<file path="config.mk">
export PLATFORM = sky130hd
export DESIGN_NAME = railpkt_rx
export DESIGN_NICKNAME = d
export VERILOG_FILES = /design/src/rtl/railpkt_pkg.sv /design/src/rtl/railpkt_sync.sv /design/src/rtl/railpkt_meter.sv /design/src/rtl/railpkt_framer.sv /design/src/rtl/railpkt_rx.sv
export SDC_FILE = /design/constraint.sdc
export NUM_CORES = 1
export LEC_CHECK = 0
export BUFFER_PORTS_ARGS = -buffer_cell sky130_fd_sc_hd__buf_2
export CAP_MARGIN = 20
export CORE_UTILIZATION = 60
export CTS_CLUSTER_SIZE = 24
export DETAILED_ROUTE_END_ITERATION = 7
export PLACE_DENSITY = 0.85
export SETUP_SLACK_MARGIN = 0.4
export SLEW_MARGIN = 30
export SYNTH_ARGS = -nofsm -noshare
export SYNTH_HDL_FRONTEND = slang
export SYNTH_SLANG_ARGS = --single-unit
</file>
<file path="constraint.sdc">
create_clock -name clk_i -period 4.3 [get_ports clk_i]
set_clock_uncertainty 0.15 [all_clocks]
set_input_delay 0 -clock clk_i [delete_from_list [all_inputs] [get_ports clk_i]]
set_output_delay 0 -clock clk_i [all_outputs]
set_load 0.02 [all_outputs]
</file>
<file path="src/rtl/railpkt_pkg.sv">
package railpkt_pkg;
  localparam int PKT_BYTES = 8;
  localparam int BYTE_BITS = 8;
  localparam int NUM_SLOTS = PKT_BYTES - 2;
  localparam int ID_W      = 3;
  localparam int IDX_W     = $clog2(PKT_BYTES);
  localparam int BIT_W     = $clog2(BYTE_BITS);
  localparam logic [7:0] CSUM_SEED = 8'hFF;
  localparam logic [7:0] CMD_MAX   = 8'd2;

  typedef enum logic [1:0] {SYM_ONE, SYM_ZERO, SYM_BAD} sym_e;
  typedef enum logic [1:0] {ST_HUNT, ST_DATA, ST_SEP, ST_END} rx_st_e;
endpackage

</file>
<file path="src/rtl/railpkt_sync.sv">
module railpkt_sync (
  input  logic clk_i,
  input  logic rst_ni,
  input  logic rail_i,
  output logic rise_o
);
  logic [2:0] s_q;

  always_ff @(posedge clk_i or negedge rst_ni) begin
    if (!rst_ni) s_q <= '0;
    else         s_q <= {s_q[1:0], rail_i};
  end

  assign rise_o = s_q[1] & ~s_q[2];
endmodule

</file>
<file path="src/rtl/railpkt_meter.sv">
module railpkt_meter
  import railpkt_pkg::*;
#(
  parameter int TICK_DIV  = 50,
  parameter int TONE_MIN  = 95,
  parameter int TONE_MAX  = 137,
  parameter int TZERO_MIN = 185,
  parameter int TMO_TICKS = 2000
) (
  input  logic clk_i,
  input  logic rst_ni,
  input  logic rise_i,
  output logic sym_vld_o,
  output sym_e sym_o,
  output logic tmo_o
);
  localparam int CNT_W = $clog2(TMO_TICKS + 2);
  localparam int PRE_W = (TICK_DIV > 1) ? $clog2(TICK_DIV) : 1;
  localparam logic [CNT_W-1:0] SAT    = CNT_W'(TMO_TICKS + 1);
  localparam logic [CNT_W-1:0] ONE_LO = CNT_W'(TONE_MIN);
  localparam logic [CNT_W-1:0] ONE_HI = CNT_W'(TONE_MAX);
  localparam logic [CNT_W-1:0] ZER_LO = CNT_W'(TZERO_MIN);
  localparam logic [CNT_W-1:0] ZER_HI = CNT_W'(TMO_TICKS);
  localparam logic [PRE_W-1:0] PRE_TOP = PRE_W'(TICK_DIV - 1);

  logic [PRE_W-1:0] pre_q;
  logic [CNT_W-1:0] cnt_q, cnt_nxt;
  logic             wrap;
  sym_e             cls;

  always_comb begin
    wrap    = (pre_q == PRE_TOP);
    cnt_nxt = (wrap && cnt_q != SAT) ? cnt_q + CNT_W'(1) : cnt_q;
    if (cnt_nxt >= ONE_LO && cnt_nxt <= ONE_HI)      cls = SYM_ONE;
    else if (cnt_nxt >= ZER_LO && cnt_nxt <= ZER_HI) cls = SYM_ZERO;
    else                                             cls = SYM_BAD;
  end

  always_ff @(posedge clk_i or negedge rst_ni) begin
    if (!rst_ni) begin
      pre_q     <= '0;
      cnt_q     <= SAT;   // no reference edge yet
      sym_vld_o <= 1'b0;
      sym_o     <= SYM_BAD;
      tmo_o     <= 1'b0;
    end else if (rise_i) begin
      pre_q     <= '0;
      cnt_q     <= '0;
      sym_vld_o <= 1'b1;
      sym_o     <= cls;
      tmo_o     <= 1'b0;
    end else begin
      pre_q     <= wrap ? '0 : pre_q + PRE_W'(1);
      cnt_q     <= cnt_nxt;
      sym_vld_o <= 1'b0;
      tmo_o     <= (cnt_q != SAT) && (cnt_nxt == SAT);
    end
  end


  cnt_bound_chk: assert property (@(posedge clk_i) disable iff (!rst_ni) cnt_q <= SAT);

  tmo_single_chk: assert property (@(posedge clk_i) disable iff (!rst_ni) tmo_o |=> !tmo_o);

  tmo_quiet_chk: assert property (@(posedge clk_i) disable iff (!rst_ni) tmo_o |-> !sym_vld_o);
endmodule

</file>
<file path="src/rtl/railpkt_framer.sv">
module railpkt_framer
  import railpkt_pkg::*;
#(
  parameter int LEADIN_MIN = 10
) (
  input  logic            clk_i,
  input  logic            rst_ni,
  input  logic            sym_vld_i,
  input  sym_e            sym_i,
  input  logic            tmo_i,
  input  logic [ID_W-1:0] car_id_i,
  output logic [7:0]      cmd_o,
  output logic [7:0]      slot_o,
  output logic            valid_o,
  output logic            err_o
);
  localparam int ONES_W = $clog2(LEADIN_MIN + 1);
  localparam logic [ONES_W-1:0] LEAD_L   = ONES_W'(LEADIN_MIN);
  localparam logic [IDX_W-1:0]  LAST_IDX = IDX_W'(PKT_BYTES - 1);
  localparam logic [BIT_W-1:0]  LAST_BIT = BIT_W'(BYTE_BITS - 1);

  rx_st_e            st_q;
  logic [ONES_W-1:0] ones_q;
  logic [7:0]        sh_q, byte_nxt, csum_q, cmd_pend_q, slot_pend_q;
  logic [BIT_W-1:0]  bit_q;
  logic [IDX_W-1:0]  byte_q;
  logic              csum_ok_q, car_ok, slot_hit;

  assign byte_nxt = {sh_q[6:0], sym_i == SYM_ONE};
  assign car_ok   = (car_id_i != '0) && (car_id_i <= ID_W'(NUM_SLOTS));
  assign slot_hit = car_ok && (IDX_W'(car_id_i) == byte_q);

  always_ff @(posedge clk_i or negedge rst_ni) begin
    if (!rst_ni) begin
      st_q <= ST_HUNT; ones_q <= '0; sh_q <= '0; bit_q <= '0; byte_q <= '0;
      csum_q <= CSUM_SEED; csum_ok_q <= 1'b0; cmd_pend_q <= '0; slot_pend_q <= '0;
      cmd_o <= '0; slot_o <= '0; valid_o <= 1'b0; err_o <= 1'b0;
    end else begin
      valid_o <= 1'b0;
      err_o   <= 1'b0;
      if (tmo_i) begin
        err_o  <= (st_q != ST_HUNT);
        st_q   <= ST_HUNT;
        ones_q <= '0;
      end else if (sym_vld_i) begin
        unique case (st_q)
          ST_HUNT: begin
            case (sym_i)
              SYM_ONE:  if (ones_q != LEAD_L) ones_q <= ones_q + ONES_W'(1);
              SYM_ZERO: begin
                ones_q <= '0;
                if (ones_q == LEAD_L) begin
                  st_q <= ST_DATA; byte_q <= '0; bit_q <= '0;
                  csum_q <= CSUM_SEED; slot_pend_q <= '0;
                end
              end
              default:  ones_q <= '0;
            endcase
          end
          ST_DATA: begin
            if (sym_i == SYM_BAD) begin
              err_o <= 1'b1; st_q <= ST_HUNT; ones_q <= '0;
            end else begin
              sh_q  <= byte_nxt;
              bit_q <= bit_q + BIT_W'(1);
              if (bit_q == LAST_BIT) begin
                if (byte_q == '0) cmd_pend_q <= byte_nxt;
                if (slot_hit)     slot_pend_q <= byte_nxt;
                if (byte_q == LAST_IDX) begin
                  csum_ok_q <= (byte_nxt == csum_q);
                  st_q      <= ST_END;
                end else begin
                  csum_q <= csum_q ^ byte_nxt;
                  st_q   <= ST_SEP;
                end
              end
            end
          end
          ST_SEP: begin
            if (sym_i == SYM_ZERO) begin
              byte_q <= byte_q + IDX_W'(1); bit_q <= '0; st_q <= ST_DATA;
            end else begin
              err_o  <= 1'b1; st_q <= ST_HUNT;
              ones_q <= (sym_i == SYM_ONE) ? ONES_W'(1) : '0;
            end
          end
          ST_END: begin
            if (sym_i == SYM_ONE && csum_ok_q && cmd_pend_q <= CMD_MAX) begin
              cmd_o <= cmd_pend_q; slot_o <= slot_pend_q; valid_o <= 1'b1;
            end else begin
              err_o <= 1'b1;
            end
            st_q   <= ST_HUNT;
            ones_q <= '0;
          end
          default: st_q <= ST_HUNT;
        endcase
      end
    end
  end


  start_lead_chk: assert property (@(posedge clk_i) disable iff (!rst_ni)
    ($past(st_q) == ST_HUNT && st_q == ST_DATA) |-> $past(ones_q) == LEAD_L);

  cmd_range_chk: assert property (@(posedge clk_i) disable iff (!rst_ni) valid_o |-> cmd_o <= CMD_MAX);

  valid_pulse_chk: assert property (@(posedge clk_i) disable iff (!rst_ni) valid_o |=> !valid_o);

  err_hold_chk: assert property (@(posedge clk_i) disable iff (!rst_ni)
    err_o |-> ($stable(cmd_o) && $stable(slot_o)));

  no_both_chk: assert property (@(posedge clk_i) disable iff (!rst_ni) !(valid_o && err_o));
endmodule

</file>
<file path="src/rtl/railpkt_rx.sv">
module railpkt_rx
  import railpkt_pkg::*;
#(
  parameter int TICK_DIV   = 50,
  parameter int TONE_MIN   = 95,
  parameter int TONE_MAX   = 137,
  parameter int TZERO_MIN  = 185,
  parameter int TMO_TICKS  = 2000,
  parameter int LEADIN_MIN = 10
) (
  input  logic       clk_i,
  input  logic       rst_ni,
  input  logic       rail_i,
  input  logic [2:0] car_id_i,
  output logic [7:0] cmd_o,
  output logic [7:0] slot_o,
  output logic       brake_o,
  output logic       lane_o,
  output logic [5:0] speed_o,
  output logic       valid_o,
  output logic       err_o
);
  logic rise, sym_vld, tmo;
  sym_e sym;

  railpkt_sync i_sync (.clk_i, .rst_ni, .rail_i, .rise_o(rise));

  railpkt_meter #(
    .TICK_DIV(TICK_DIV), .TONE_MIN(TONE_MIN), .TONE_MAX(TONE_MAX),
    .TZERO_MIN(TZERO_MIN), .TMO_TICKS(TMO_TICKS)
  ) i_meter (
    .clk_i, .rst_ni, .rise_i(rise), .sym_vld_o(sym_vld), .sym_o(sym), .tmo_o(tmo)
  );

  railpkt_framer #(.LEADIN_MIN(LEADIN_MIN)) i_framer (
    .clk_i, .rst_ni, .sym_vld_i(sym_vld), .sym_i(sym), .tmo_i(tmo),
    .car_id_i, .cmd_o, .slot_o, .valid_o, .err_o
  );

  assign brake_o = slot_o[7];
  assign lane_o  = slot_o[6];
  assign speed_o = slot_o[5:0];
endmodule

</file>
==> results.md, run 1 <==
- Clock power share: 39.0%
- Post-synth cell types: 53
- Fin area: 4780 um^2
- Most frequent cells in the layout: 70 x dfrtp_1, 65 x nor2_1, 50 x nand2_1
- Worst setup path startpoint: i_meter.cnt_q[0]
- Area delta synth->final: 8.90%
- Final setup TNS: 0 ns
- Sequential area share after synthesis: 49.5%
- Drt drc: 0
- # fillers: 526
- Nets: 483
- Status: complete, no violations
- Critical path capture point: i_meter.sym_o[0]
- Cell taking the most area after synthesis: dfrtp_1
- Worst r2r dst: i_meter.sym_o[0]
- Critical path fanouts, max: 10
- Worst reg2reg path startpoint: i_meter.cnt_q[0]
- Iter 0 DRT Violations: 132
- Placer congestion estimate: 0.916
- Endpoints failing setup: 0
- Mapped Cells: 445
- Setup crit end kind: register
- Worst IR drop on VDD: 0.000182 V
- Clk sink count: 86
- ANT cells: 0
- Final hold vios: 0
- All-Layer GR Usage: 24.2%
- Seq cells post-synth: 86
- EDFF count, synth: 0
- Chip width: 87.5 um
- Clk root buf: clkbuf_8
- Pleak: 2.26 nW
- Yosys warns: 0
- First-pass GRT wire length: 14200 um
- Clk_lat worst skew: 0.36 ns
- FF-to-FF path depth: 8
- Worst-margin pin slew: 0.834 ns
- Post-synthesis async set-or-reset flop share: 100%
- Starting Density: 63.2%
- Fmax: 0.311 GHz
- Hold Crit Class: primary input to asynchronous set/reset pin
- Core Area: 6940 um^2
- Row Count: 30
- Routed Antenna Nets: 0
- Worst path arrival time: 3.35 ns
- I/O pins: 32
- WL/cell: 15.1 um
- H-tree depth: 3
- Switching Share: 24.6%
- TritonRoute pass-1 iters: 4
- Die area: 7660 um^2
- Vias in the first global route: 3020
- Clock-pin slew on the worst setup and hold paths: 0.09 ns
- WP data required: 4.44 ns
- Routed WL: 8550 um
- Initial antenna violation count: 0
- Fin crit period: 3.21 ns
- Share of the synthesized area in the top cell type: 39.9%
- Top_reg_cell synth: dfrtp_1
- Syn Area/Cell: 9.86 um^2
- CTS tree: done
- Gr ovfl total: 0
- Clk buf depth: 2
- Most common cell after layout, fill and taps aside: dfrtp_1
- Layout cells sized above 1: 20.4%
- Synthesized area: 4390 um^2
- Hpwl dp: 5970 um
- Crit path kind: register to register
- Critical Path Start Type: register
- Pint: 1.13 mW
- Area contributors post-synth: dfrtp_1 40%, dfstp_2 9.6%, nor2_1 5.6%, mux2_2 4.4%, nand2_1 4.3%
- Largest net degree at the start of global routing: 87
- Area post-placement: 4540 um^2
- Max-Cap Viols: 0
- R2r setup slk: 1.09 ns
- Die Ht: 87.5 um
- Via-to-Cell Ratio: 5.90
- Synth Net Count: 462
- Net Sw Power: 0.368 mW
- Pwr per Cell Area: 313 nW/um^2
- Combinational power share: 4.3%
- Vias: 3348
- Rel. slew slack: 43.9%
- Slew Viols, Final: 0
- Seq pwr share: 56.6%
- RSZ-0062 raised after global routing: no
- Num CTS Buffers: 9
- Period Utilization, post-route: 74.7%
- Port Buffer Count: 31
## registers in the layout, indices dropped and copies added, names as in the netlist
name	cells
i_framer.csum_q	8
i_framer.slot_o	8
i_sync.s_q	3
i_framer.valid_o	1
i_framer.slot_pend_q	8
i_framer.cmd_pend_q	8
i_meter.sym_vld_o	1
i_framer.csum_ok_q	1
i_meter.cnt_q	11
i_framer.bit_q	3
i_framer.sh_q	7
i_framer.byte_q	3
i_meter.tmo_o	1
i_framer.err_o	1
i_meter.sym_o	2
i_framer.st_q	2
i_framer.ones_q	4
i_meter.pre_q	6
i_framer.cmd_o	8
## cell usage after synthesis (3+ instances only)
cell and n:
a22o_1 9, dfstp_2 16, o31ai_1 3, xnor2_1 12, o21ai_0 16, buf_4 9, a211oi_1 3, mux2_2 17
inv_1 11, a21oi_1 13, nor2_1 65, o21a_1 3, a31oi_1 10, xor2_1 8, a21o_1 4, nand3_1 7
nor4b_1 3, dfrtp_1 70, clkbuf_1 12, nand2b_1 8, nor4_1 5, nor3_1 13, ha_1 11, nand4_1 14
and2_1 6, nand2_1 50, or4_1 4, mux2i_1 3, a21bo_2 6
## worst min path at each step
stage                       from                end  slack, ns  cells after the start
after CTS                 rail_i      i_sync.s_q[0]       0.12                      2
after global placement    rail_i      i_sync.s_q[0]      -0.04                      1
after floorplan           rst_ni  i_framer.bit_q[0]      -0.45                      0
after detailed placement  rst_ni  i_framer.bit_q[1]      -0.05                      1
final                     rst_ni  i_framer.bit_q[1]       0.11                      2
after global routing      rail_i      i_sync.s_q[0]       0.13                      2
## routing by layer
layer  up-vias  part of all wire, %  GRT usage, %
li1       1612                    -             -
met1      1660                   47          32.3
met2        69                   49          39.8
met3         7                  3.3          3.79
met4         0                 0.98          9.54
met5         -                    0             0
## critical path: stages (launching register included)
cell and delay, ns:
dfstp_2 0.62, ha_1 0.17, nand4b_1 0.14, or4_1 0.60, a21oi_1 0.35, o21ai_0 0.22
or4_1 0.43, a311oi_1 0.35, a21o_1 0.12
## area by class of cell
type / count / area [um^2] / area share [%]
Tap cell: 96 / 120 / 2.51
Inverter: 12 / 45.0 / 0.943
Sequential cell: 86 / 2170 / 45.5
Clock inverter: 7 / 85.1 / 1.78
Timing Repair Buffer: 33 / 181 / 3.80
Clock buffer: 9 / 124 / 2.59
Multi-Input combinational cell: 324 / 2050 / 42.9
## power by group through the flow
stage                     Clock [mW]  Combinational [mW]  Sequential (mW)
after floorplan                    0              0.0391            0.857
after global placement             0              0.0629            0.860
after detailed placement           0              0.0649            0.862
after CTS                      0.596              0.0670            0.847
after global routing           0.625              0.0757            0.850
final                          0.583              0.0649            0.847
## logic make-up (layout without fill, tap and decap cells)
kind of cell / count (synthesis) / after routing / share of synthesized area, %
mux: 20 / 20 / 5.05
flops: 86 / 86 / 49.5
xor+xnor: 20 / 20 / 3.99
buf+inv: 35 / 61 / 3.96
fa+ha+maj: 11 / 11 / 3.14
compound gates: 76 / 76 / 11.9
simple gates: 197 / 197 / 22.5
## metrics by stage
step	setup slack, ns	power, mW	util [%]	hold slack (ns)	instances
after floorplan	1.48	0.896	-	-0.446	445
after global placement	1.24	0.923	65.3	-0.0386	549
after detailed placement	1.16	0.927	65.4	-0.0486	549
after CTS	1.13	1.51	68.7	0.121	567
after global routing	0.898	1.55	68.8	0.126	567
final	1.09	1.50	68.8	0.110	567
## what timing repair did
item                                   in CTS  in global routing
endpoints found under the hold margin      87                  0
hold buffers                                2                  0
gates resized for setup                     0                  0
setup buffers                               0                  0
Power figures use the tool's default switching activity.
==> inputs of run 2 (changes only) <==
Settings changed: CORE_UTILIZATION 60 to 54, PLACE_DENSITY 0.85 to 0.82.
Clock period 4.3 ns to 2.9 ns, I/O delays scaled along.
==> results.md, run 2 (synthesis results as in run 1) <==
- Status: complete, no violations
- WP data required: 3.05 ns
- Core Area: 7810 um^2
- Clk sink count: 86
- Period Utilization, post-route: 95.6%
- Fmax: 0.361 GHz
- ANT cells: 0
- CTS tree: done
- Most frequent cells in the layout: 69 x dfrtp_1, 63 x nor2_1, 49 x nand2_1
- Pleak: 2.49 nW
- WL/cell: 16.1 um
- Hold Crit Class: primary input to asynchronous set/reset pin
- Number of flip-flops under the largest register name: 11
- Worst-margin pin slew: 0.761 ns
- Clk_lat worst skew: 0.36 ns
- Max-Cap Viols: 0
- Worst path cell trace: nor2_1 -> nand4_1 -> or4_4 -> and2_4 -> or4_4 -> a311oi_4 -> a21o_1
- Row Count: 32
- Final Non-Filler Cells: 609
- Routed WL: 9780 um
- CP max stage delay: 0.58 ns
- Layout cells sized above 1: 31.0%
- Clk buf depth: 2
- Drt drc: 0
- Clock-pin slew on the worst setup and hold paths: 0.09 ns
- All-Layer GR Usage: 23.2%
- Via-to-Cell Ratio: 5.83
- Rel. slew slack: 49.2%
- H-tree depth: 3
- Critical path fanouts, max: 7
- TritonRoute pass-1 iters: 7
- FF-to-FF path depth: 7
- Initial antenna violation count: 0
- Most used cell, CP: or4_4
- Placer congestion estimate: 0.951
- Final core area utilization: 67.5%
- Fin crit period: 2.77 ns
- Inst Count DP: 572
- Starting Density: 56.2%
- Crit path kind: register to register
- Reg with most FFs: i_meter.cnt_q
- Worst IR drop on VDD: 0.000420 V
- Num CTS Buffers: 9
- Iter 0 DRT Violations: 179
- Final hold vios: 0
- Final setup TNS: 0 ns
- Die area: 8490 um^2
- Die Ht: 92.1 um
- Routed Antenna Nets: 0
- Chip width: 92.1 um
- Clk root buf: clkbuf_8
- Area delta synth->final: 20.1%
- Hpwl dp: 6150 um
- Vias in the first global route: 3256
- Worst path top cell family by delay: simple AND/OR/NAND/NOR gates
- Vias: 3550
- Pwr per Cell Area: 442 nW/um^2
- Setup crit end kind: register
- CP max stage cell: or4_4
- RSZ-0062 raised after global routing: yes
- Worst path arrival time: 2.92 ns
- Crit path depth: 7
- First-pass GRT wire length: 15500 um
- Most common cell after layout, fill and taps aside: dfrtp_1
- Endpoints failing setup: 0
- Nets: 519
- Largest net degree at the start of global routing: 87
- Port Buffer Count: 31
- Critical Path Start Type: register
- CP Buf/Inv Count: 0
- Gr ovfl total: 0
- I/O pins: 32
- Slew Viols, Final: 0
[run 2: worst paths after layout]
kind / startpoint / end / slack [ns]
setup / recovery: i_meter.pre_q[3] / i_meter.sym_o[0] / 0.13
hold / removal: rst_ni / i_framer.bit_q[2] / 0.10
max in group asynchronous: rst_ni / i_meter.cnt_q[3] / 1.95
setup reg to reg: i_meter.pre_q[3] / i_meter.sym_o[0] / 0.13
hold reg to reg: i_sync.s_q[0] / i_sync.s_q[1] / 0.21
min in group clk_i: rail_i / i_sync.s_q[0] / 0.13
[run 2: worst reg2reg max path: stages, from the launching register on]
cell and delay, ns:
dfrtp_1 0.47, nor2_1 0.20, nand4_1 0.25, or4_4 0.58, and2_4 0.18, or4_4 0.49
a311oi_4 0.28, a21o_1 0.12
[run 2: routing by layer]
metal / vias up / track usage [%] / routed length (um)
met5: - / 0 / 0
met4: 0 / 8.85 / 164
met3: 19 / 4.81 / 364
met2: 92 / 37.9 / 4950
met1: 1752 / 30.5 / 4300
li1: 1687 / - / -
[run 2: timing repair]
item | CTS | global route
hold buffers | 2 | 0
pin swaps | 5 | 12
gates resized for setup | 12 | 23
cloned | 0 | 0
endpoints found under the setup margin | 10 | 11
endpoints found under the hold margin | 87 | 0
buffers inserted | 11 | 8
[run 2: final cells by class]
type | count | area (um^2)
timing repair buffer | 69 | 463
clock inverter | 7 | 103
tap | 102 | 128
fill | 574 | 2540
sequential | 86 | 2170
clock buffer | 9 | 124
inverter | 12 | 45.0
multi-input combinational | 324 | 2240
[run 2: where the power goes]
part           switching (mW)  total [mW]  internal, mW
clock network           0.466       0.962         0.496
logic                  0.0628       0.109        0.0462
registers              0.0364        1.26          1.22
[run 2: metrics by stage]
stage	total power, mW	setup WS (ns)	hold WS [ns]	cell area [um^2]
6_report	2.33	0.129	0.101	5270
3_5_place_dp	1.38	0.0815	-0.0450	4690
5_1_grt	2.41	0.0337	0.125	5270
2_1_floorplan	1.33	0.194	-0.446	4410
3_3_place_gp	1.37	0.121	-0.0380	4690
4_1_cts	2.33	0.169	0.122	5070
==> inputs of run 3 (changes only) <==
Settings changed: BUFFER_PORTS_ARGS -buffer_cell sky130_fd_sc_hd__buf_2 to -buffer_cell sky130_fd_sc_hd__clkbuf_2, CORE_UTILIZATION 54 to 45, PLACE_DENSITY 0.82 to 0.68.
Clock period 2.9 ns to 3.6 ns, I/O delays scaled along.
==> results.md, run 3 (synthesis results as in run 1) <==
- Reg with most FFs: i_meter.cnt_q
- Vias in the first global route: 3130
- Worst IR drop on VDD: 0.000222 V
- Die area: 10100 um^2
- Critical path fanouts, max: 10
- Fmax: 0.330 GHz
- Final setup TNS: 0 ns
- RSZ-0062 raised after global routing: no
- CTS tree: done
- H-tree depth: 3
- Metal1 wirelength: 4010 um
- All-Layer GR Usage: 18.5%
- Port Buffer Count: 31
- Area delta synth->final: 11.1%
- Crit path kind: register to register
- Clk_lat worst skew: 0.36 ns
- Die Ht: 101 um
- First-pass GRT wire length: 14800 um
- Fin crit period: 3.03 ns
- Max-Cap Viols: 0
- Routed Antenna Nets: 0
- Clk root buf: clkbuf_8
- Clock-pin slew on the worst setup and hold paths: 0.10 ns
- Pleak: 2.26 nW
- Rel. slew slack: 52.5%
- Row Count: 35
- DR top layer: met4
- Routed WL: 8680 um
- Core Area: 9330 um^2
- Num CTS Buffers: 9
- Initial antenna violation count: 0
- Endpoints failing setup: 0
- Most frequent cells in the layout: 70 x dfrtp_1, 65 x nor2_1, 50 x nand2_1
- Critical Path Start Type: register
- Chip width: 101 um
- Post-CTS setup buffers: 0
- Pwr per Cell Area: 367 nW/um^2
- Vias: 3334
- ANT cells: 0
- Period Utilization, post-route: 84.2%
- Hpwl dp: 6110 um
- Drt drc: 0
- Gr ovfl total: 0
- Setup crit end kind: register
- Via-to-Cell Ratio: 5.51
- WP data required: 3.75 ns
- Clk sink count: 86
- Starting Density: 47.0%
- Final hold vios: 0
- Most common cell after layout, fill and taps aside: dfrtp_1
- Nets: 488
- Largest net degree at the start of global routing: 70
- Slew Viols, Final: 0
- Hold Worst Slack: 0.0488 ns
- Worst path arrival time: 3.18 ns
- TritonRoute pass-1 iters: 4
- Placer congestion estimate: 0.876
- Layout cells sized above 1: 21.8%
- Number of flip-flops under the largest register name: 11
- Hold Crit Class: primary input to asynchronous set/reset pin
- I/O pins: 32
- Met2 wire len: 4130 um
- WL/cell: 14.3 um
- Worst-margin pin slew: 0.713 ns
- Iter 0 DRT Violations: 114
- Metal3 WL: 312 um
- Status: complete, no violations
- Clk buf depth: 2
- Worst reg2reg path startpoint: i_meter.cnt_q[0]
- Worst setup path startpoint: i_meter.cnt_q[0]
-- run 3: per-stage QoR --
stage          cell area [um^2]  utilization (%)  setup WS [ns]  total power [mW]  cells
2_1_floorplan              4390                -          0.783              1.07    445
3_3_place_gp               4620             49.5          0.523              1.11    587
3_5_place_dp               4620             49.5          0.459              1.11    587
4_1_cts                    4840             51.9          0.430              1.81    605
5_1_grt                    4870             52.2          0.383              1.87    605
6_report                   4870             52.2          0.570              1.79    605
-- run 3: worst max-delay path, cell delays in order, from the launching register on --
cell and delay [ns]:
dfstp_2 0.64, ha_1 0.17, nand4b_1 0.20, or4_4 0.59, a211oi_1 0.27, o21ai_0 0.13
or4_1 0.43, a311oi_2 0.29, a21o_1 0.11
-- run 3: final cells by class --
| type | instances | area (um^2) |
|---|---|---|
| clock inverters | 7 | 80.1 |
| well taps | 129 | 161 |
| multi-input cells | 324 | 2070 |
| fillers | 854 | 4450 |
| flip-flops and latches | 86 | 2170 |
| inverters | 12 | 45.0 |
| clock buffers | 9 | 124 |
| repair buffers | 38 | 219 |
-- run 3: per-layer routing --
| layer | vias to the layer above | track usage [%] |
|---|---|---|
| met4 | 0 | 9.70 |
| met5 | - | 0 |
| met1 | 1603 | 23.7 |
| li1 | 1620 | - |
| met2 | 90 | 30.5 |
| met3 | 21 | 2.77 |
-- run 3: worst paths after layout --
kind	end	slack [ns]	cells after the start
min	i_framer.cmd_o[3]	0.05	2
min in group clk_i	i_sync.s_q[0]	0.13	2
min reg2reg	i_sync.s_q[1]	0.21	0
max	i_meter.sym_o[0]	0.57	8
max in group asynchronous	i_framer.csum_q[1]	2.52	3
max reg2reg	i_meter.sym_o[0]	0.57	8
-- run 3: repair_timing --
action / in CTS / in global routing
endpoints found under the setup margin: 0 / 2
endpoints found under the hold margin: 56 / 0
hold buffers: 2 / 0
gates resized for setup: 0 / 5
-- run 3: power breakdown --
part / switching (mW) / internal, mW
clock: 0.371 / 0.330
combinational: 0.0471 / 0.0316
sequential: 0.0255 / 0.985
